### src/rtl/vte_pkg.sv
package vte_pkg;
  localparam logic [3:0] A_HCTL   = 4'd0;
  localparam logic [3:0] A_FRAME  = 4'd1;
  localparam logic [3:0] A_VSLEN  = 4'd2;
  localparam logic [3:0] A_HWIN   = 4'd3;
  localparam logic [3:0] A_VSTART = 4'd4;
  localparam logic [3:0] A_VEND   = 4'd5;
  localparam logic [3:0] A_SKEW   = 4'd6;
  localparam logic [3:0] A_POL    = 4'd7;
  localparam logic [3:0] A_BORDER = 4'd8;
  localparam logic [3:0] A_UNDER  = 4'd9;
  localparam logic [3:0] A_FMT    = 4'd10;
  localparam logic [3:0] A_EN     = 4'd11;
  localparam logic [3:0] A_CNTEN  = 4'd12;

  // strobes from control to datapath, raw (before polarity)
  typedef struct packed {
    logic run;
    logic hsync;
    logic vsync;
    logic de;
    logic lineStart;
    logic frameStart;
  } vteStrobe_t;
endpackage

### src/rtl/vte_regs.sv
module vte_regs #(
  parameter int HW = 12,
  parameter int VW = 24,
  parameter int PIX_W = 24,
  parameter int NCOMP = 3
) (
  input  logic              clk,
  input  logic              rst,
  input  logic              wrEn,
  input  logic [3:0]        wrAddr,
  input  logic [31:0]       wrData,
  output logic [HW-1:0]     pendHPer,
  output logic [HW-1:0]     pendHPulse,
  output logic [HW-1:0]     pendHStart,
  output logic [HW-1:0]     pendHEnd,
  output logic [VW-1:0]     pendFrame,
  output logic [VW-1:0]     pendVsLen,
  output logic [VW-1:0]     pendVStart,
  output logic [VW-1:0]     pendVEnd,
  output logic [VW-1:0]     pendSkew,
  output logic [1:0]        polBits,
  output logic [PIX_W-1:0]  borderColor,
  output logic [PIX_W-1:0]  underColor,
  output logic [2*NCOMP-1:0] fmtCodes,
  output logic              engEn,
  output logic [1:0]        cntEn
);
  import vte_pkg::*;

  always_ff @(posedge clk) begin
    if (rst) begin
      pendHPer    <= '0;
      pendHPulse  <= '0;
      pendHStart  <= '0;
      pendHEnd    <= '0;
      pendFrame   <= '0;
      pendVsLen   <= '0;
      pendVStart  <= '0;
      pendVEnd    <= '0;
      pendSkew    <= '0;
      polBits     <= '0;
      borderColor <= '0;
      underColor  <= '0;
      fmtCodes    <= '1;
      engEn       <= 1'b0;
      cntEn       <= '0;
    end else if (wrEn) begin
      case (wrAddr)
        A_HCTL: begin
          pendHPer   <= wrData[HW-1:0];
          pendHPulse <= wrData[16 +: HW];
        end
        A_FRAME:  pendFrame  <= wrData[VW-1:0];
        A_VSLEN:  pendVsLen  <= wrData[VW-1:0];
        A_HWIN: begin
          pendHStart <= wrData[HW-1:0];
          pendHEnd   <= wrData[16 +: HW];
        end
        A_VSTART: pendVStart <= wrData[VW-1:0];
        A_VEND:   pendVEnd   <= wrData[VW-1:0];
        A_SKEW:   pendSkew   <= wrData[VW-1:0];
        A_POL:    polBits    <= wrData[1:0];
        A_BORDER: borderColor <= wrData[PIX_W-1:0];
        A_UNDER:  underColor  <= wrData[PIX_W-1:0];
        A_FMT:    fmtCodes   <= wrData[2*NCOMP-1:0];
        A_EN:     engEn      <= wrData[0];
        A_CNTEN:  cntEn      <= wrData[1:0];
        default: ;
      endcase
    end
  end
endmodule

### src/rtl/vte_ctrl.sv
module vte_ctrl #(
  parameter int HW = 12,
  parameter int VW = 24
) (
  input  logic          clk,
  input  logic          rst,
  input  logic          engEn,
  input  logic [HW-1:0] pendHPer,
  input  logic [HW-1:0] pendHPulse,
  input  logic [HW-1:0] pendHStart,
  input  logic [HW-1:0] pendHEnd,
  input  logic [VW-1:0] pendFrame,
  input  logic [VW-1:0] pendVsLen,
  input  logic [VW-1:0] pendVStart,
  input  logic [VW-1:0] pendVEnd,
  input  logic [VW-1:0] pendSkew,
  output vte_pkg::vteStrobe_t strobe
);
  logic          running;
  logic [HW-1:0] hCnt;
  logic [VW-1:0] vCnt;
  logic [HW-1:0] actHPer, actHPulse, actHStart, actHEnd;
  logic [VW-1:0] actFrame, actVsLen, actVStart, actVEnd, actSkew;

  logic          lineEnd, frameEnd, loadTiming;
  logic [VW:0]   vLo, vHi;
  logic          hIn, vIn;

  assign lineEnd    = ({1'b0, hCnt} + 1'b1) >= {1'b0, actHPer};
  assign frameEnd   = running && (({1'b0, vCnt} + 1'b1) >= {1'b0, actFrame});
  assign loadTiming = (!running && engEn) || frameEnd;

  always_ff @(posedge clk) begin
    if (rst) begin
      running   <= 1'b0;
      hCnt      <= '0;
      vCnt      <= '0;
      actHPer   <= '0;
      actHPulse <= '0;
      actHStart <= '0;
      actHEnd   <= '0;
      actFrame  <= '0;
      actVsLen  <= '0;
      actVStart <= '0;
      actVEnd   <= '0;
      actSkew   <= '0;
    end else begin
      if (loadTiming) begin
        actHPer   <= pendHPer;
        actHPulse <= pendHPulse;
        actHStart <= pendHStart;
        actHEnd   <= pendHEnd;
        actFrame  <= pendFrame;
        actVsLen  <= pendVsLen;
        actVStart <= pendVStart;
        actVEnd   <= pendVEnd;
        actSkew   <= pendSkew;
        hCnt      <= '0;
        vCnt      <= '0;
      end else if (running) begin
        hCnt <= lineEnd ? '0 : hCnt + 1'b1;
        vCnt <= vCnt + 1'b1;
      end
      if (!running && engEn) running <= 1'b1;
      else if (frameEnd && !engEn) running <= 1'b0;
    end
  end

  assign vLo = {1'b0, actVStart} + {1'b0, actSkew};
  assign vHi = {1'b0, actVEnd} + {1'b0, actSkew};
  assign hIn = (hCnt >= actHStart) && (hCnt <= actHEnd);
  assign vIn = ({1'b0, vCnt} >= vLo) && ({1'b0, vCnt} <= vHi);

  always_comb begin
    strobe.run        = running;
    strobe.hsync      = running && (hCnt < actHPulse);
    strobe.vsync      = running && (vCnt < actVsLen);
    strobe.de         = running && hIn && vIn;
    strobe.lineStart  = running && (hCnt == '0);
    strobe.frameStart = running && (vCnt == '0);
  end
endmodule

### src/rtl/vte_datapath.sv
module vte_datapath #(
  parameter int CW = 8,
  parameter int NCOMP = 3,
  parameter int FW = 16,
  parameter int LW = 12,
  localparam int PIX_W = CW * NCOMP
) (
  input  logic               clk,
  input  logic               rst,
  input  vte_pkg::vteStrobe_t strobe,
  input  logic [1:0]         polBits,
  input  logic [PIX_W-1:0]   borderColor,
  input  logic [PIX_W-1:0]   underColor,
  input  logic [2*NCOMP-1:0] fmtCodes,
  input  logic [1:0]         cntEn,
  input  logic               inValid,
  input  logic [PIX_W-1:0]   inPixel,
  output logic               hsyncOut,
  output logic               vsyncOut,
  output logic               deOut,
  output logic [PIX_W-1:0]   pixOut,
  output logic [FW-1:0]      frameCount,
  output logic [LW-1:0]      lineCount
);
  logic [PIX_W-1:0] selPix, truncPix;

  always_comb begin
    if (!strobe.de)   selPix = borderColor;
    else if (inValid) selPix = inPixel;
    else              selPix = underColor;
  end

  for (genvar c = 0; c < NCOMP; c++) begin : g_comp
    int keep;
    logic [CW-1:0] mask;
    always_comb begin
      case (fmtCodes[2*c +: 2])
        2'd0:    keep = 4;
        2'd1:    keep = 5;
        2'd2:    keep = 6;
        default: keep = 8;
      endcase
      if (keep >= CW) mask = '1;
      else            mask = ~((CW'(1) << (CW - keep)) - CW'(1));
    end
    assign truncPix[c*CW +: CW] = selPix[c*CW +: CW] & mask;
  end

  always_ff @(posedge clk) begin
    if (rst) begin
      hsyncOut   <= 1'b0;
      vsyncOut   <= 1'b0;
      deOut      <= 1'b0;
      pixOut     <= '0;
      frameCount <= '0;
      lineCount  <= '0;
    end else begin
      hsyncOut <= strobe.hsync ^ polBits[0];
      vsyncOut <= strobe.vsync ^ polBits[1];
      deOut    <= strobe.de;
      pixOut   <= truncPix;
      if (cntEn[0] && strobe.frameStart) frameCount <= frameCount + 1'b1;
      if (cntEn[1]) begin
        if (strobe.frameStart)     lineCount <= '0;
        else if (strobe.lineStart) lineCount <= lineCount + 1'b1;
      end
    end
  end
endmodule

### src/rtl/vid_timing_engine.sv
module vid_timing_engine #(
  parameter int HW = 12,
  parameter int VW = 24,
  parameter int CW = 8,
  parameter int NCOMP = 3,
  parameter int FW = 16,
  parameter int LW = 12,
  localparam int PIX_W = CW * NCOMP
) (
  input  logic             clk,
  input  logic             rst,
  input  logic             wrEn,
  input  logic [3:0]       wrAddr,
  input  logic [31:0]      wrData,
  input  logic             inValid,
  input  logic [PIX_W-1:0] inPixel,
  output logic             inReady,
  output logic             hsyncOut,
  output logic             vsyncOut,
  output logic             deOut,
  output logic [PIX_W-1:0] pixOut,
  output logic [FW-1:0]    frameCount,
  output logic [LW-1:0]    lineCount
);
  logic [HW-1:0] pendHPer, pendHPulse, pendHStart, pendHEnd;
  logic [VW-1:0] pendFrame, pendVsLen, pendVStart, pendVEnd, pendSkew;
  logic [1:0]    polBits, cntEn;
  logic [PIX_W-1:0] borderColor, underColor;
  logic [2*NCOMP-1:0] fmtCodes;
  logic engEn;
  vte_pkg::vteStrobe_t strobe;

  vte_regs #(.HW(HW), .VW(VW), .PIX_W(PIX_W), .NCOMP(NCOMP)) u_regs (
    .clk(clk), .rst(rst), .wrEn(wrEn), .wrAddr(wrAddr), .wrData(wrData),
    .pendHPer(pendHPer), .pendHPulse(pendHPulse), .pendHStart(pendHStart),
    .pendHEnd(pendHEnd), .pendFrame(pendFrame), .pendVsLen(pendVsLen),
    .pendVStart(pendVStart), .pendVEnd(pendVEnd), .pendSkew(pendSkew),
    .polBits(polBits), .borderColor(borderColor), .underColor(underColor),
    .fmtCodes(fmtCodes), .engEn(engEn), .cntEn(cntEn)
  );

  vte_ctrl #(.HW(HW), .VW(VW)) u_ctrl (
    .clk(clk), .rst(rst), .engEn(engEn),
    .pendHPer(pendHPer), .pendHPulse(pendHPulse), .pendHStart(pendHStart),
    .pendHEnd(pendHEnd), .pendFrame(pendFrame), .pendVsLen(pendVsLen),
    .pendVStart(pendVStart), .pendVEnd(pendVEnd), .pendSkew(pendSkew),
    .strobe(strobe)
  );

  vte_datapath #(.CW(CW), .NCOMP(NCOMP), .FW(FW), .LW(LW)) u_dp (
    .clk(clk), .rst(rst), .strobe(strobe), .polBits(polBits),
    .borderColor(borderColor), .underColor(underColor), .fmtCodes(fmtCodes),
    .cntEn(cntEn), .inValid(inValid), .inPixel(inPixel),
    .hsyncOut(hsyncOut), .vsyncOut(vsyncOut), .deOut(deOut), .pixOut(pixOut),
    .frameCount(frameCount), .lineCount(lineCount)
  );

  assign inReady = strobe.de;
endmodule

### config.mk
export PLATFORM = sky130hd
export DESIGN_NAME = vid_timing_engine
export DESIGN_NICKNAME = d
export VERILOG_FILES = /design/src/rtl/vte_pkg.sv /design/src/rtl/vte_regs.sv /design/src/rtl/vte_ctrl.sv /design/src/rtl/vte_datapath.sv /design/src/rtl/vid_timing_engine.sv
export SDC_FILE = /design/constraint.sdc
export NUM_CORES = 1
export LEC_CHECK = 0
export BUFFER_PORTS_ARGS = -buffer_cell sky130_fd_sc_hd__buf_2
export CORE_UTILIZATION = 60
export DETAILED_ROUTE_END_ITERATION = 10
export PLACE_DENSITY = 0.78
export SLEW_MARGIN = 20
export SYNTH_ARGS = -nofsm -noshare
export SYNTH_HDL_FRONTEND = slang
export SYNTH_SLANG_ARGS = --single-unit
### constraint.sdc
create_clock -name clk -period 6.6 [get_ports clk]
set_input_delay 0.66 -clock clk [delete_from_list [all_inputs] [get_ports clk]]
set_output_delay 0.66 -clock clk [all_outputs]
set_load 0.02 [all_outputs]
==> metrics.cfg <==
[synth]
synthArstFlopShare_pct = 0
synth_edf_count = 0
netlist_instances = 3060
syn_avg_cell_area_um2 = 8.49
synth_top_area_cell = dfxtp_1
synth.top_cell.area_share_pct = 37.5
synth_most_common_cell = nand2_1
ys_types = 71
ys_top_cells_by_count = 511 x nand2_1, 487 x dfxtp_1, 364 x nand2b_1
yosysWarnings = 0
yosys_most_used_dff = dfxtp_1
synth_top_family_by_area = simple AND/OR/NAND/NOR gates
muxShareOfSynthArea_pct = 7.67
synth_compound_area_share_pct = 12.6
synth-xor-area-share_pct = 4.01
ys_ff_latch = 487
synth_area_um2 = 26000
synthAdderAreaFrac_pct = 9.59
synthesis.nets = 3322
yosys-top-cells-area = dfxtp_1 38%, ha_1 9.4%, nand2b_1 8.8%
yosysSeqAreaShare_pct = 37.5
yosys.area_share.simple_pct = 23.0

[sta]
tns_ns = 0
slew_violations = 0
max-slew-margin-rel_pct = 32.1
finalHoldViolations = 0
period_needed_ns = 6.09
worst_slew_pin_slew_ns = 1.02
max_freq_ghz = 0.164
final-setup-viol-count = 0
rsz0062_at_grt = false
skew_ns = 0.0257
fin_crit_sh_pct = 92.2

[die]
dieArea_um2 = 44200
start_util_pct = 61.4
ios = 120
placementRows = 75
die-width_um = 210
die_y_um = 210
coreArea_um2 = 42300

[run_status]
status = finished clean

[critical_path]
endpoint_kind = output port
cp-start-kind = register
r2r_setup_slack_ns = 1.34
required_ns = 5.94
cp_max_fo = 5
r2r_end = u_dp.pixOut[6]$_SDFF_PP0_
arrival_ns = 5.43
reg2reg_depth = 21
critPathKind = reg2out
rr_startpoint = u_ctrl.actSkew[7]$_SDFFE_PP0P_

[route]
firstDrtPassIters = 5
drc_errors = 0
vias_per_cell = 5.70
antenna_left = 0
num_vias = 21044
routed_wl_um = 67300
drt_iter0_drc = 1563
wl_per_cell_um = 18.2

[placement]
gp_congestion = 0.911
dp_hpwl_um = 45600
placedCellCount = 3592
io_buffers = 115
placed_area_um2 = 26600

[pwr]
ir_drop_mv = 0.228
p_leak_nw = 10.6
powerDensity_nw_per_um2 = 220
finalPower_mw = 6.24

[finish]
layout-drive-gt1-share_pct = 8.23
final_cells = 3690
multi_input_comb_area_um2 = 14800
final_net_count = 3331
fillers = 3497
seq_area_um2 = 9750
fin_util_pct = 67.1
design_area_um2 = 28400
area_delta_synth_final_pct = 9.21

[clock_network]
path_clk_slew_ns = 0.06
cts_hold_buffers = 0
numCtsBuffers = 51
cts_tree = yes
clkLatencyLatePin_ns = 0.62
clock-sinks = 487
clk_path_buf_depth = 3
clock-root-buffer = clkbuf_16
cts_htree_levels = 2

[min_path]
hold_class = in2reg
holdPathEnd = u_regs.pendHPulse[8]$_SDFFE_PP0P_
min_from = wrData[24]
min_path_cells = 3

[grt]
grt_pass1_vias = 20384
grt_pass1_wl_um = 107000
grt_usage_pct = 30.4
grt_overflow = 0
antenna_found_initial = 3
grt_max_degree = 238

[run]
max_cap_violations = 0

[routing by layer]
metal,wire [µm],vias to the layer above,track usage (%)
met3,4300,126,4.63
met2,31500,583,50.8
li1,-,10374,-
met1,29600,9959,39.8
met4,1890,2,10.5
met5,10,-,0
[worst max-delay path, stage by stage (launching register included)]
cell       delay (ns)
dfxtp_1          0.34
ha_1             0.37
and3_1           0.24
and3_1           0.18
a211oi_1         0.36
buf_4            0.20
a211oi_1         0.10
o2111ai_1        0.24
a41oi_2          0.20
mux2i_1          0.16
a2111oi_1        0.45
ha_1             0.33
a21o_1           0.18
a21oi_1          0.15
o21ai_0          0.11
and2_1           0.17
a2111oi_1        0.45
a211oi_1         0.13
nor2_2           0.11
buf_4            0.17
buf_2            0.18
[cell type report]
class	instances	area share [%]
multi-input combinational	2261	52.3
sequential	487	34.3
clock buffer	72	5.17
timing repair buffer	141	2.93
tap	577	2.54
inverter	127	1.68
clock inverter	23	1.05
antenna	2	0.0176
[metrics by stage]
step                      setup slack (ns)  hold WS [ns]
final                                0.512         0.295
after global routing                 0.112         0.297
after CTS                            0.143         0.263
after detailed placement             0.845         0.447
after global placement               0.884         0.441
after floorplan                       1.48         0.436
[worst max path at each step]
stage                                   startpoint  endpoint  slack [ns]  cells after the start
CTS                 u_ctrl.actSkew[0]$_SDFFE_PP0P_   inReady        0.14                     20
floorplan           u_ctrl.actSkew[7]$_SDFFE_PP0P_   inReady        1.48                     18
detailed placement  u_ctrl.actSkew[0]$_SDFFE_PP0P_   inReady        0.84                     20
global route        u_ctrl.actSkew[2]$_SDFFE_PP0P_   inReady        0.11                     20
finish              u_ctrl.actSkew[7]$_SDFFE_PP0P_   inReady        0.51                     20
global placement    u_ctrl.actSkew[0]$_SDFFE_PP0P_   inReady        0.88                     20
[power breakdown]
group	internal [mW]	switching, mW
sequential	2.96	0.0108
clock	1.76	1.25
combinational	0.0877	0.173
[cell families after synthesis]
group | count (synthesis)
AND/OR/NAND/NOR | 1196
AO/OA/AOI/OAI | 549
flip-flops | 487
buffers and inverters | 312
multiplexers | 199
adder cells (fa/ha/maj) | 198
XOR/XNOR | 119
[layout by cell type, fill, tap and decap left out, types with 5 or more instances in the layout]
cell | synthesis | final
ha_1 | 196 | 196
xor2_1 | 82 | 82
o211a_1 | 5 | 5
nand2_1 | 511 | 511
buf_2 | 11 | 114
and3_1 | 30 | 30
nor3_1 | 44 | 40
clkinv_2 | 0 | 11
or2_2 | 9 | 9
clkbuf_16 | 0 | 52
a31oi_1 | 8 | 8
nand2b_1 | 364 | 363
nand4_1 | 31 | 31
o211ai_1 | 18 | 18
mux2i_1 | 198 | 198
clkbuf_1 | 146 | 11
a21o_1 | 41 | 41
nor4bb_1 | 9 | 9
o21bai_1 | 18 | 18
nor4_1 | 11 | 10
nor2b_1 | 27 | 27
buf_4 | 5 | 22
o21a_1 | 12 | 12
dfxtp_1 | 487 | 487
nand3_1 | 44 | 44
a21oi_1 | 320 | 320
a211o_1 | 7 | 7
nor3_2 | 1 | 5
inv_1 | 127 | 127
a211oi_1 | 33 | 33
bufinv_16 | 0 | 5
o21ai_0 | 46 | 46
xnor2_1 | 37 | 37
nor2_1 | 82 | 81
clkbuf_8 | 0 | 9
or3_1 | 7 | 7
[timing repair]
action | in CTS | in global routing
setup endpoints to repair | 0 | 1
resized for setup | 0 | 5
buffers inserted | 0 | 1
No activity file was read; power rests on OpenSTA's default activity.
